===== src/rtl/isp_pkg.sv =====
package isp_pkg;
    localparam int BYTE_W      = 8;
    localparam int FRAME_BYTES = 4;
    localparam int FRAME_BITS  = BYTE_W * FRAME_BYTES;
    localparam int BCNT_W      = $clog2(FRAME_BITS);
    localparam int IDX_W       = $clog2(FRAME_BYTES);
    localparam int BIT_W       = $clog2(BYTE_W);

    localparam logic [7:0] OP_SYNC_HI  = 8'hAC;
    localparam logic [7:0] OP_SYNC_LO  = 8'h53;
    localparam logic [7:0] OP_WIPE_LO  = 8'h80;
    localparam logic [7:0] OP_EE_WR    = 8'hC0;
    localparam logic [7:0] OP_EE_RD    = 8'hA0;
    localparam logic [7:0] OP_PM_WR    = 8'h40;
    localparam logic [7:0] OP_POLL     = 8'hF0;
    localparam logic [7:0] ERASED_BYTE = 8'hFF;

    typedef enum logic [2:0] {
        ST_OFF,
        ST_LOCKED,
        ST_READY,
        ST_ERASE,
        ST_WAIT
    } isp_state_e;

    typedef enum logic [1:0] {
        RET_NONE,
        RET_READ,
        RET_POLL
    } ret_kind_e;
endpackage


===== src/rtl/isp_sync.sv =====
module isp_sync #(
    parameter int STAGES = 2
) (
    input  logic clk,
    input  logic rst_n,
    input  logic sck_in,
    input  logic mosi_in,
    input  logic devrst_in,
    output logic sck_rise,
    output logic sck_fall,
    output logic mosi_s,
    output logic active
);
    // bit 0 = serial clock, bit 1 = serial data, bit 2 = device reset
    logic [STAGES-1:0][2:0] chain;
    logic                   sck_d;

    always_ff @(posedge clk or negedge rst_n) begin
        if (!rst_n) begin
            for (int i = 0; i < STAGES; i++) chain[i] <= 3'b100;
            sck_d <= 1'b0;
        end else begin
            chain[0] <= {devrst_in, mosi_in, sck_in};
            for (int i = 1; i < STAGES; i++) chain[i] <= chain[i-1];
            sck_d <= chain[STAGES-1][0];
        end
    end

    assign sck_rise = chain[STAGES-1][0] & ~sck_d;
    assign sck_fall = ~chain[STAGES-1][0] & sck_d;
    assign mosi_s   = chain[STAGES-1][1];
    assign active   = ~chain[STAGES-1][2];
endmodule


===== src/rtl/isp_shifter.sv =====
module isp_shifter
    import isp_pkg::*;
(
    input  logic              clk,
    input  logic              rst_n,
    input  logic              active,
    input  logic              sck_rise,
    input  logic              sck_fall,
    input  logic              mosi_s,
    input  logic              tx_load,
    input  logic [BYTE_W-1:0] tx_byte,
    output logic              byte_done,
    output logic [BYTE_W-1:0] byte_val,
    output logic [IDX_W-1:0]  byte_idx,
    output logic              miso
);
    logic [BCNT_W-1:0] bitcnt;
    logic [BYTE_W-2:0] rx;
    logic [BYTE_W-1:0] tx;

    assign byte_done = active & sck_rise & (&bitcnt[BIT_W-1:0]);
    assign byte_val  = {rx, mosi_s};
    assign byte_idx  = bitcnt[BCNT_W-1:BIT_W];

    always_ff @(posedge clk or negedge rst_n) begin
        if (!rst_n) begin
            bitcnt <= '0;
            rx     <= '0;
            tx     <= '0;
            miso   <= 1'b0;
        end else if (!active) begin
            bitcnt <= '0;
            rx     <= '0;
            tx     <= '0;
            miso   <= 1'b0;
        end else begin
            if (sck_rise) begin
                rx     <= {rx[BYTE_W-3:0], mosi_s};
                bitcnt <= bitcnt + 1'b1;
            end
            if (sck_fall) miso <= tx[BYTE_W-1];
            if (tx_load) begin
                tx <= tx_byte;
            end else if (sck_fall) begin
                tx <= {tx[BYTE_W-2:0], 1'b0};
            end
        end
    end


    miso_on_fall_chk: assert property (@(posedge clk) disable iff (!rst_n)
        (active && !sck_fall) |=> $stable(miso));


    miso_idle_chk: assert property (@(posedge clk) disable iff (!rst_n)
        !active |=> (miso == 1'b0));
endmodule


===== src/rtl/isp_ctrl.sv =====
module isp_ctrl
    import isp_pkg::*;
#(
    parameter int PM_AW       = 11,
    parameter int EE_AW       = 9,
    parameter int BUSY_CYCLES = 4500
) (
    input  logic              clk,
    input  logic              rst_n,
    input  logic              active,
    input  logic              byte_done,
    input  logic [BYTE_W-1:0] byte_val,
    input  logic [IDX_W-1:0]  byte_idx,
    input  logic [7:0]        ee_rdata,
    output logic              tx_load,
    output logic [BYTE_W-1:0] tx_byte,
    output logic              pm_we,
    output logic [PM_AW-1:0]  pm_addr,
    output logic [7:0]        pm_wdata,
    output logic              ee_we,
    output logic [EE_AW-1:0]  ee_addr,
    output logic [7:0]        ee_wdata
);
    localparam int WW = (PM_AW > EE_AW) ? PM_AW : EE_AW;
    localparam int TW = $clog2(BUSY_CYCLES + 1);

    isp_state_e      state, state_nx;
    ret_kind_e       ret1, ret2;
    logic [7:0]      b0, b1;
    logic [WW-1:0]   walk;
    logic [TW-1:0]   timer;
    logic [15:0]     addr16;
    logic            frame_end, busy, pm_hit, ee_hit, walk_last, timer_last;

    assign frame_end  = byte_done && (byte_idx == IDX_W'(FRAME_BYTES - 1));
    assign busy       = (state == ST_ERASE) || (state == ST_WAIT);
    assign addr16     = {b1, byte_val};
    assign pm_hit     = ((walk >> PM_AW) == '0);
    assign ee_hit     = ((walk >> EE_AW) == '0);
    assign walk_last  = &walk;
    assign timer_last = (timer == TW'(BUSY_CYCLES - 1));

    always_ff @(posedge clk or negedge rst_n) begin
        if (!rst_n) state <= ST_OFF;
        else        state <= state_nx;
    end

    always_comb begin
        state_nx = state;
        unique case (state)
            ST_OFF:    if (active) state_nx = ST_LOCKED;
            ST_LOCKED: if (frame_end && b0 == OP_SYNC_HI && b1 == OP_SYNC_LO)
                           state_nx = ST_READY;
            ST_READY:  if (frame_end) begin
                           if (b0 == OP_SYNC_HI && b1 == OP_WIPE_LO) state_nx = ST_ERASE;
                           else if (b0 == OP_EE_WR || b0 == OP_PM_WR) state_nx = ST_WAIT;
                       end
            ST_ERASE:  if (walk_last) state_nx = ST_WAIT;
            ST_WAIT:   if (timer_last) state_nx = ST_READY;
        endcase
        if (!active) state_nx = ST_OFF;
    end

    always_ff @(posedge clk or negedge rst_n) begin
        if (!rst_n) begin
            tx_load <= 1'b0; tx_byte <= '0;
            pm_we <= 1'b0; pm_addr <= '0; pm_wdata <= '0;
            ee_we <= 1'b0; ee_addr <= '0; ee_wdata <= '0;
            ret1 <= RET_NONE; ret2 <= RET_NONE;
            b0 <= '0; b1 <= '0; walk <= '0; timer <= '0;
        end else begin
            pm_we   <= 1'b0;
            ee_we   <= 1'b0;
            tx_load <= 1'b0;
            ret1    <= RET_NONE;
            ret2    <= ret1;
            if (!active) begin
                b0 <= '0; b1 <= '0; ret2 <= RET_NONE; walk <= '0; timer <= '0;
            end else begin
                if (ret2 != RET_NONE) begin
                    tx_load <= 1'b1;
                    tx_byte <= (ret2 == RET_READ) ? ee_rdata : {7'b0, busy};
                end
                if (byte_done) begin
                    unique case (byte_idx)
                        2'd0: b0 <= byte_val;
                        2'd1: begin
                            b1 <= byte_val;
                            if (b0 == OP_SYNC_HI && byte_val == OP_SYNC_LO) begin
                                tx_load <= 1'b1;
                                tx_byte <= byte_val;
                            end
                        end
                        2'd2: begin
                            if (state == ST_READY) begin
                                pm_addr <= addr16[PM_AW-1:0];
                                ee_addr <= addr16[EE_AW-1:0];
                            end
                            if (b0 == OP_EE_RD && state == ST_READY) ret1 <= RET_READ;
                            else if (b0 == OP_POLL && (state == ST_READY || busy)) ret1 <= RET_POLL;
                        end
                        2'd3: if (state == ST_READY) begin
                            if (b0 == OP_EE_WR) begin ee_we <= 1'b1; ee_wdata <= byte_val; end
                            if (b0 == OP_PM_WR) begin pm_we <= 1'b1; pm_wdata <= byte_val; end
                        end
                    endcase
                end
                walk  <= (state == ST_ERASE) ? walk + 1'b1 : '0;
                timer <= (state == ST_WAIT) ? timer + 1'b1 : '0;
                if (state == ST_ERASE) begin
                    pm_we    <= pm_hit;
                    ee_we    <= ee_hit;
                    pm_addr  <= walk[PM_AW-1:0];
                    ee_addr  <= walk[EE_AW-1:0];
                    pm_wdata <= ERASED_BYTE;
                    ee_wdata <= ERASED_BYTE;
                end
            end
        end
    end


    off_when_inactive_chk: assert property (@(posedge clk) disable iff (!rst_n)
        !active |=> (state == ST_OFF));


    locked_no_write_chk: assert property (@(posedge clk) disable iff (!rst_n)
        (state == ST_OFF || state == ST_LOCKED) |-> !(pm_we || ee_we));


    busy_drop_chk: assert property (@(posedge clk) disable iff (!rst_n)
        (state == ST_WAIT && $past(state) == ST_WAIT) |-> !(pm_we || ee_we));


    erase_fill_chk: assert property (@(posedge clk) disable iff (!rst_n)
        ($past(state) == ST_ERASE && (pm_we || ee_we)) |->
            (pm_wdata == ERASED_BYTE && ee_wdata == ERASED_BYTE));
endmodule


===== src/rtl/isp_serial_slave.sv =====
module isp_serial_slave
    import isp_pkg::*;
#(
    parameter int PM_AW       = 11,
    parameter int EE_AW       = 9,
    parameter int BUSY_CYCLES = 4500,
    parameter int SYNC_STAGES = 2
) (
    input  logic             clk,
    input  logic             rst_n,
    input  logic             dev_rst,
    input  logic             sck,
    input  logic             mosi,
    output logic             miso,
    output logic             pm_we,
    output logic [PM_AW-1:0] pm_addr,
    output logic [7:0]       pm_wdata,
    output logic             ee_we,
    output logic [EE_AW-1:0] ee_addr,
    output logic [7:0]       ee_wdata,
    input  logic [7:0]       ee_rdata
);
    logic              sck_rise, sck_fall, mosi_s, active;
    logic              byte_done, tx_load;
    logic [BYTE_W-1:0] byte_val, tx_byte;
    logic [IDX_W-1:0]  byte_idx;

    isp_sync #(.STAGES(SYNC_STAGES)) sync_i (
        .clk(clk), .rst_n(rst_n), .sck_in(sck), .mosi_in(mosi), .devrst_in(dev_rst),
        .sck_rise(sck_rise), .sck_fall(sck_fall), .mosi_s(mosi_s), .active(active)
    );

    isp_shifter shift_i (
        .clk(clk), .rst_n(rst_n), .active(active), .sck_rise(sck_rise),
        .sck_fall(sck_fall), .mosi_s(mosi_s), .tx_load(tx_load), .tx_byte(tx_byte),
        .byte_done(byte_done), .byte_val(byte_val), .byte_idx(byte_idx), .miso(miso)
    );

    isp_ctrl #(.PM_AW(PM_AW), .EE_AW(EE_AW), .BUSY_CYCLES(BUSY_CYCLES)) ctrl_i (
        .clk(clk), .rst_n(rst_n), .active(active), .byte_done(byte_done),
        .byte_val(byte_val), .byte_idx(byte_idx), .ee_rdata(ee_rdata),
        .tx_load(tx_load), .tx_byte(tx_byte),
        .pm_we(pm_we), .pm_addr(pm_addr), .pm_wdata(pm_wdata),
        .ee_we(ee_we), .ee_addr(ee_addr), .ee_wdata(ee_wdata)
    );
endmodule


===== config.mk =====
export PLATFORM = sky130hd
export DESIGN_NAME = isp_serial_slave
export DESIGN_NICKNAME = d
export VERILOG_FILES = /design/src/rtl/isp_pkg.sv /design/src/rtl/isp_sync.sv /design/src/rtl/isp_shifter.sv /design/src/rtl/isp_ctrl.sv /design/src/rtl/isp_serial_slave.sv
export SDC_FILE = /design/constraint.sdc
export NUM_CORES = 1
export LEC_CHECK = 0
export ABC_AREA = 1
export BUFFER_PORTS_ARGS = -buffer_cell sky130_fd_sc_hd__clkbuf_2
export CORE_MARGIN = 2
export CORE_UTILIZATION = 50
export CTS_CLUSTER_SIZE = 28
export DETAILED_ROUTE_END_ITERATION = 12
export HOLD_SLACK_MARGIN = 0.12
export PLACE_DENSITY = 0.8
export SLEW_MARGIN = 20
export SYNTH_ARGS = -nofsm -noshare
export SYNTH_HDL_FRONTEND = slang
export SYNTH_SLANG_ARGS = --single-unit

===== constraint.sdc =====
create_clock -name clk -period 3.05 [get_ports clk]
set_input_delay 0.305 -clock clk [delete_from_list [all_inputs] [get_ports clk]]
set_output_delay 0.305 -clock clk [all_outputs]
set_load 0.01 [all_outputs]

==> impl_metrics.ini <==
[worst_setup_path]
crit_required_ns = 3.48
crit_path_top_delay_cell = dfstp_2
r2r-end = ctrl_i.b0[1]
slowest_delay_ns = 0.93
critPathTopFamily = flip-flops
crit_arrival_ns = 2.67
crit_chain = inv_4 > nand4_4 > nor3_2 > nor2_2 > nand2_1 > o21ai_1
path_class = reg -> reg
critPathLaunchType = register
critPathCaptureType = register
r2r_slack_ns = 0.81
rr_startpoint = sync_i.chain[5]
rr_worst_depth = 6
path_max_fanout = 31
worst-path-buf-inv = 1

[power]
seq_power_share = 0.387
p_switching_uw = 1230
p_int_uw = 3300
vdd_drop_max_v = 0.000332
powerDensity_nw_per_um2 = 721
clockPowerShare = 0.468
p_comb_frac = 0.144
swShare = 0.272
p_leak_uw = 0.00295
power_uw = 4530

[drt]
ant_nets = 0
via_count = 4300
first_pass_iters = 5
wl_um = 11800
drc = 0
via_per_inst = 5.28
first_iter_violations = 366
wl_per_cell_um = 14.4

[synthesis]
synth_nets = 636
ys_seq_area_frac = 0.530
synth.distinct_cells = 42
synthFlopType = dfrtp_1
yosysWarnings = 0
synthTopCellsByArea = dfrtp_1 52%, nand2_1 9.3%, nor2_1 5.6%
synth-simple-area-share = 0.240
synth_xor_area_frac = 0.00492
syn_area_sq_um = 5340
ys_ff_latch = 113
yosysTopAreaCellShare = 0.520
synth_compound_area_frac = 0.133
synth_top_family_by_area = simple AND/OR/NAND/NOR gates
synth_fa_ha_area_frac = 0.00937
syn_avg_cell_area_sq_um = 8.63
postSynthCellCount = 619
synthMuxAreaShare = 0
yosysTopAreaCell = dfrtp_1
synth_edf_count = 0
synthArstFlopShare = 1.00

[cts]
ctsResizeCount = 0
cts_tree = yes
cts-root-buf = clkbuf_8
cts_buffers = 17
cts_setup_buffers = 0
clock_tree.buffer_depth = 2
cts.reportedPaths.clkPinSlew_ns = 0.06
clkLatencyLatePin_ns = 0.51
cts.hold.buffers_added = 4
htree_levels = 4
clock-sinks = 113

[hold_path]
hold_path_end = ctrl_i.tx_byte[1]
hp-class = in -> reg
min_path_cells = 5
hold_start = ee_rdata[1]

[grt]
grt_antenna_before_repair = 0
grt_overflow_total = 0
grt_pass1_vias = 4266
grt_pass1_wl_um = 20200
grt_max_degree = 87
grtUsageTotal = 0.225

[floorplan]
io_pins = 52
coreArea_sq_um = 10400
rows = 37
dieWidth_um = 107
die_area_sq_um = 11500
initial_core_util = 0.515
dieHeight_um = 107

[layout]
num-nets-final = 683
multi_input_area_sq_um = 2070
drive_gt1_frac = 0.175
n_antenna_cell = 0
final_core_util = 0.606
final-seq-area_sq_um = 2830
area_growth_pct = 17.7
n_fill_cell = 857

[outcome]
status = finished clean

[timing]
worst_pin_slew_ns = 0.931
fin_setup_tns_ns = 0
relSlewSlack = 0.377
setup_violations = 0
fin_crit_sh = 0.735
slew_viol_final = 0
max_freq_mhz = 446
clock_skew_ns = 0.00750
hold_violations = 0
min_period_ns = 2.24
rsz0062_at_grt = false
layout_setup_ws_ns = 0.809

[placement]
pre_cts_ws_ns = 0.831
routabilityCongestion = 0.874
port_buffers = 51
place_hpwl_um = 7910

[flow_run]
cap_violations = 0
-- synth_stat cells, types with 5 or more instances --
cell and count:
nor2_1 80, buf_2 8, buf_6 5, nand2_1 132
nand3_1 39, o21ai_1 22, dfrtp_1 111, o21ai_0 40
inv_1 63, o211ai_1 7, buf_4 10, o21ai_2 10
a21oi_1 27, o31ai_1 9, nand4_1 5
-- per-stage QoR --
stage / hold WS (ns) / area [sq um] / cells
after floorplan: 0.00941 / 5340 / 619
after global placement: 0.337 / 5600 / 779
after detailed placement: 0.337 / 5600 / 779
after CTS: 0.160 / 6280 / 815
after global routing: 0.179 / 6280 / 815
final: 0.174 / 6280 / 815
-- area by class of cell --
cell class,count,share of cell area
Timing Repair Buffer,56,0.0512
Clock inverter,13,0.0334
Sequential cell,113,0.450
Inverter,67,0.0404
Tap cell,136,0.0271
Clock buffer,19,0.0687
Multi-Input combinational cell,411,0.329
-- worst register-to-register path, cell delays in order (launching register included) --
cell     delay [ns]
dfstp_2        0.93
inv_4          0.28
nand4_4        0.25
nor3_2         0.08
nor2_2         0.42
nand2_1        0.10
o21ai_1        0.10
-- placed cells by master (no fill, tap or decap), types with 3 or more instances in the layout --
master         synthesis  final
dfrtp_1              111    111
o31ai_1                9      9
clkbuf_16              0     16
a21oi_1               27     27
nor2_1                80     80
nor3_1                 4      4
bufinv_16              0      5
inv_1                 63     63
o21ai_2               10     10
o211ai_1               7      7
ha_1                   4      4
nand3_1               39     39
nor4_1                 4      4
o21ai_1               22     22
inv_2                  3      3
dlygate4sd3_1          0      4
nand2_1              132    132
nand4_1                5      5
nor2_2                 3      3
o21ai_0               40     40
clkbuf_2               0     50
clkinvlp_4             0      5
-- cell families (layout without fill, tap and decap cells) --
kind of cell	after synthesis	in the layout
AND/OR/NAND/NOR	284	284
AO/OA/AOI/OAI	120	120
flip-flops	113	113
buffers and inverters	95	155
adder cells (fa/ha/maj)	4	4
XOR/XNOR	3	3
-- worst max path at each step --
| stage | from | end | slack, ns | cells past startpoint |
|---|---|---|---|---|
| floorplan | shift_i.bitcnt[0] | ctrl_i.pm_wdata[6] | 1.44 | 8 |
| finish | sync_i.chain[5] | ctrl_i.b0[1] | 0.81 | 6 |
| global placement | sync_i.chain[5] | ctrl_i.b1[1] | 0.94 | 6 |
| CTS | sync_i.chain[5] | ctrl_i.b0[1] | 0.82 | 6 |
| detailed placement | sync_i.chain[5] | ctrl_i.b0[6] | 0.83 | 6 |
| global route | sync_i.chain[5] | ctrl_i.b1[5] | 0.61 | 6 |
-- power by group through the flow --
stage,logic (uW),clock network (uW),registers (uW)
final,654,2120,1750
after detailed placement,642,0,1780
after global routing,739,2210,1780
after floorplan,436,0,1780
after global placement,622,0,1770
after CTS,659,2140,1760
-- registers in the layout, indices dropped and copies added (netlist names) --
name / count
ctrl_i.ret2: 2
ctrl_i.ee_wdata: 8
sync_i.mosi_s: 1
ctrl_i.ee_we: 1
shift_i.miso: 1
ctrl_i.tx_load: 1
ctrl_i.b1: 8
ctrl_i.timer: 13
ctrl_i.walk: 11
ctrl_i.b0: 8
ctrl_i.state: 3
ctrl_i.pm_we: 1
sync_i.chain: 5
ctrl_i.tx_byte: 8
ctrl_i.ee_addr: 8
shift_i.bitcnt: 5
ctrl_i.pm_wdata: 8
shift_i.tx: 8
ctrl_i.ret1: 2
shift_i.rx: 7
sync_i.sck_d: 1
ctrl_i.pm_addr: 3
-- routing by layer --
layer | up-vias | routed length, um | track usage | part of all wire
li1 | 2105 | - | - | -
met1 | 2051 | 5160 | 0.279 | 0.44
met2 | 121 | 5830 | 0.373 | 0.50
met3 | 23 | 546 | 0.0623 | 0.046
met4 | 0 | 221 | 0.0934 | 0.019
met5 | - | 0 | 0 | 0
Note: power is estimated with default switching activity, not from simulation.
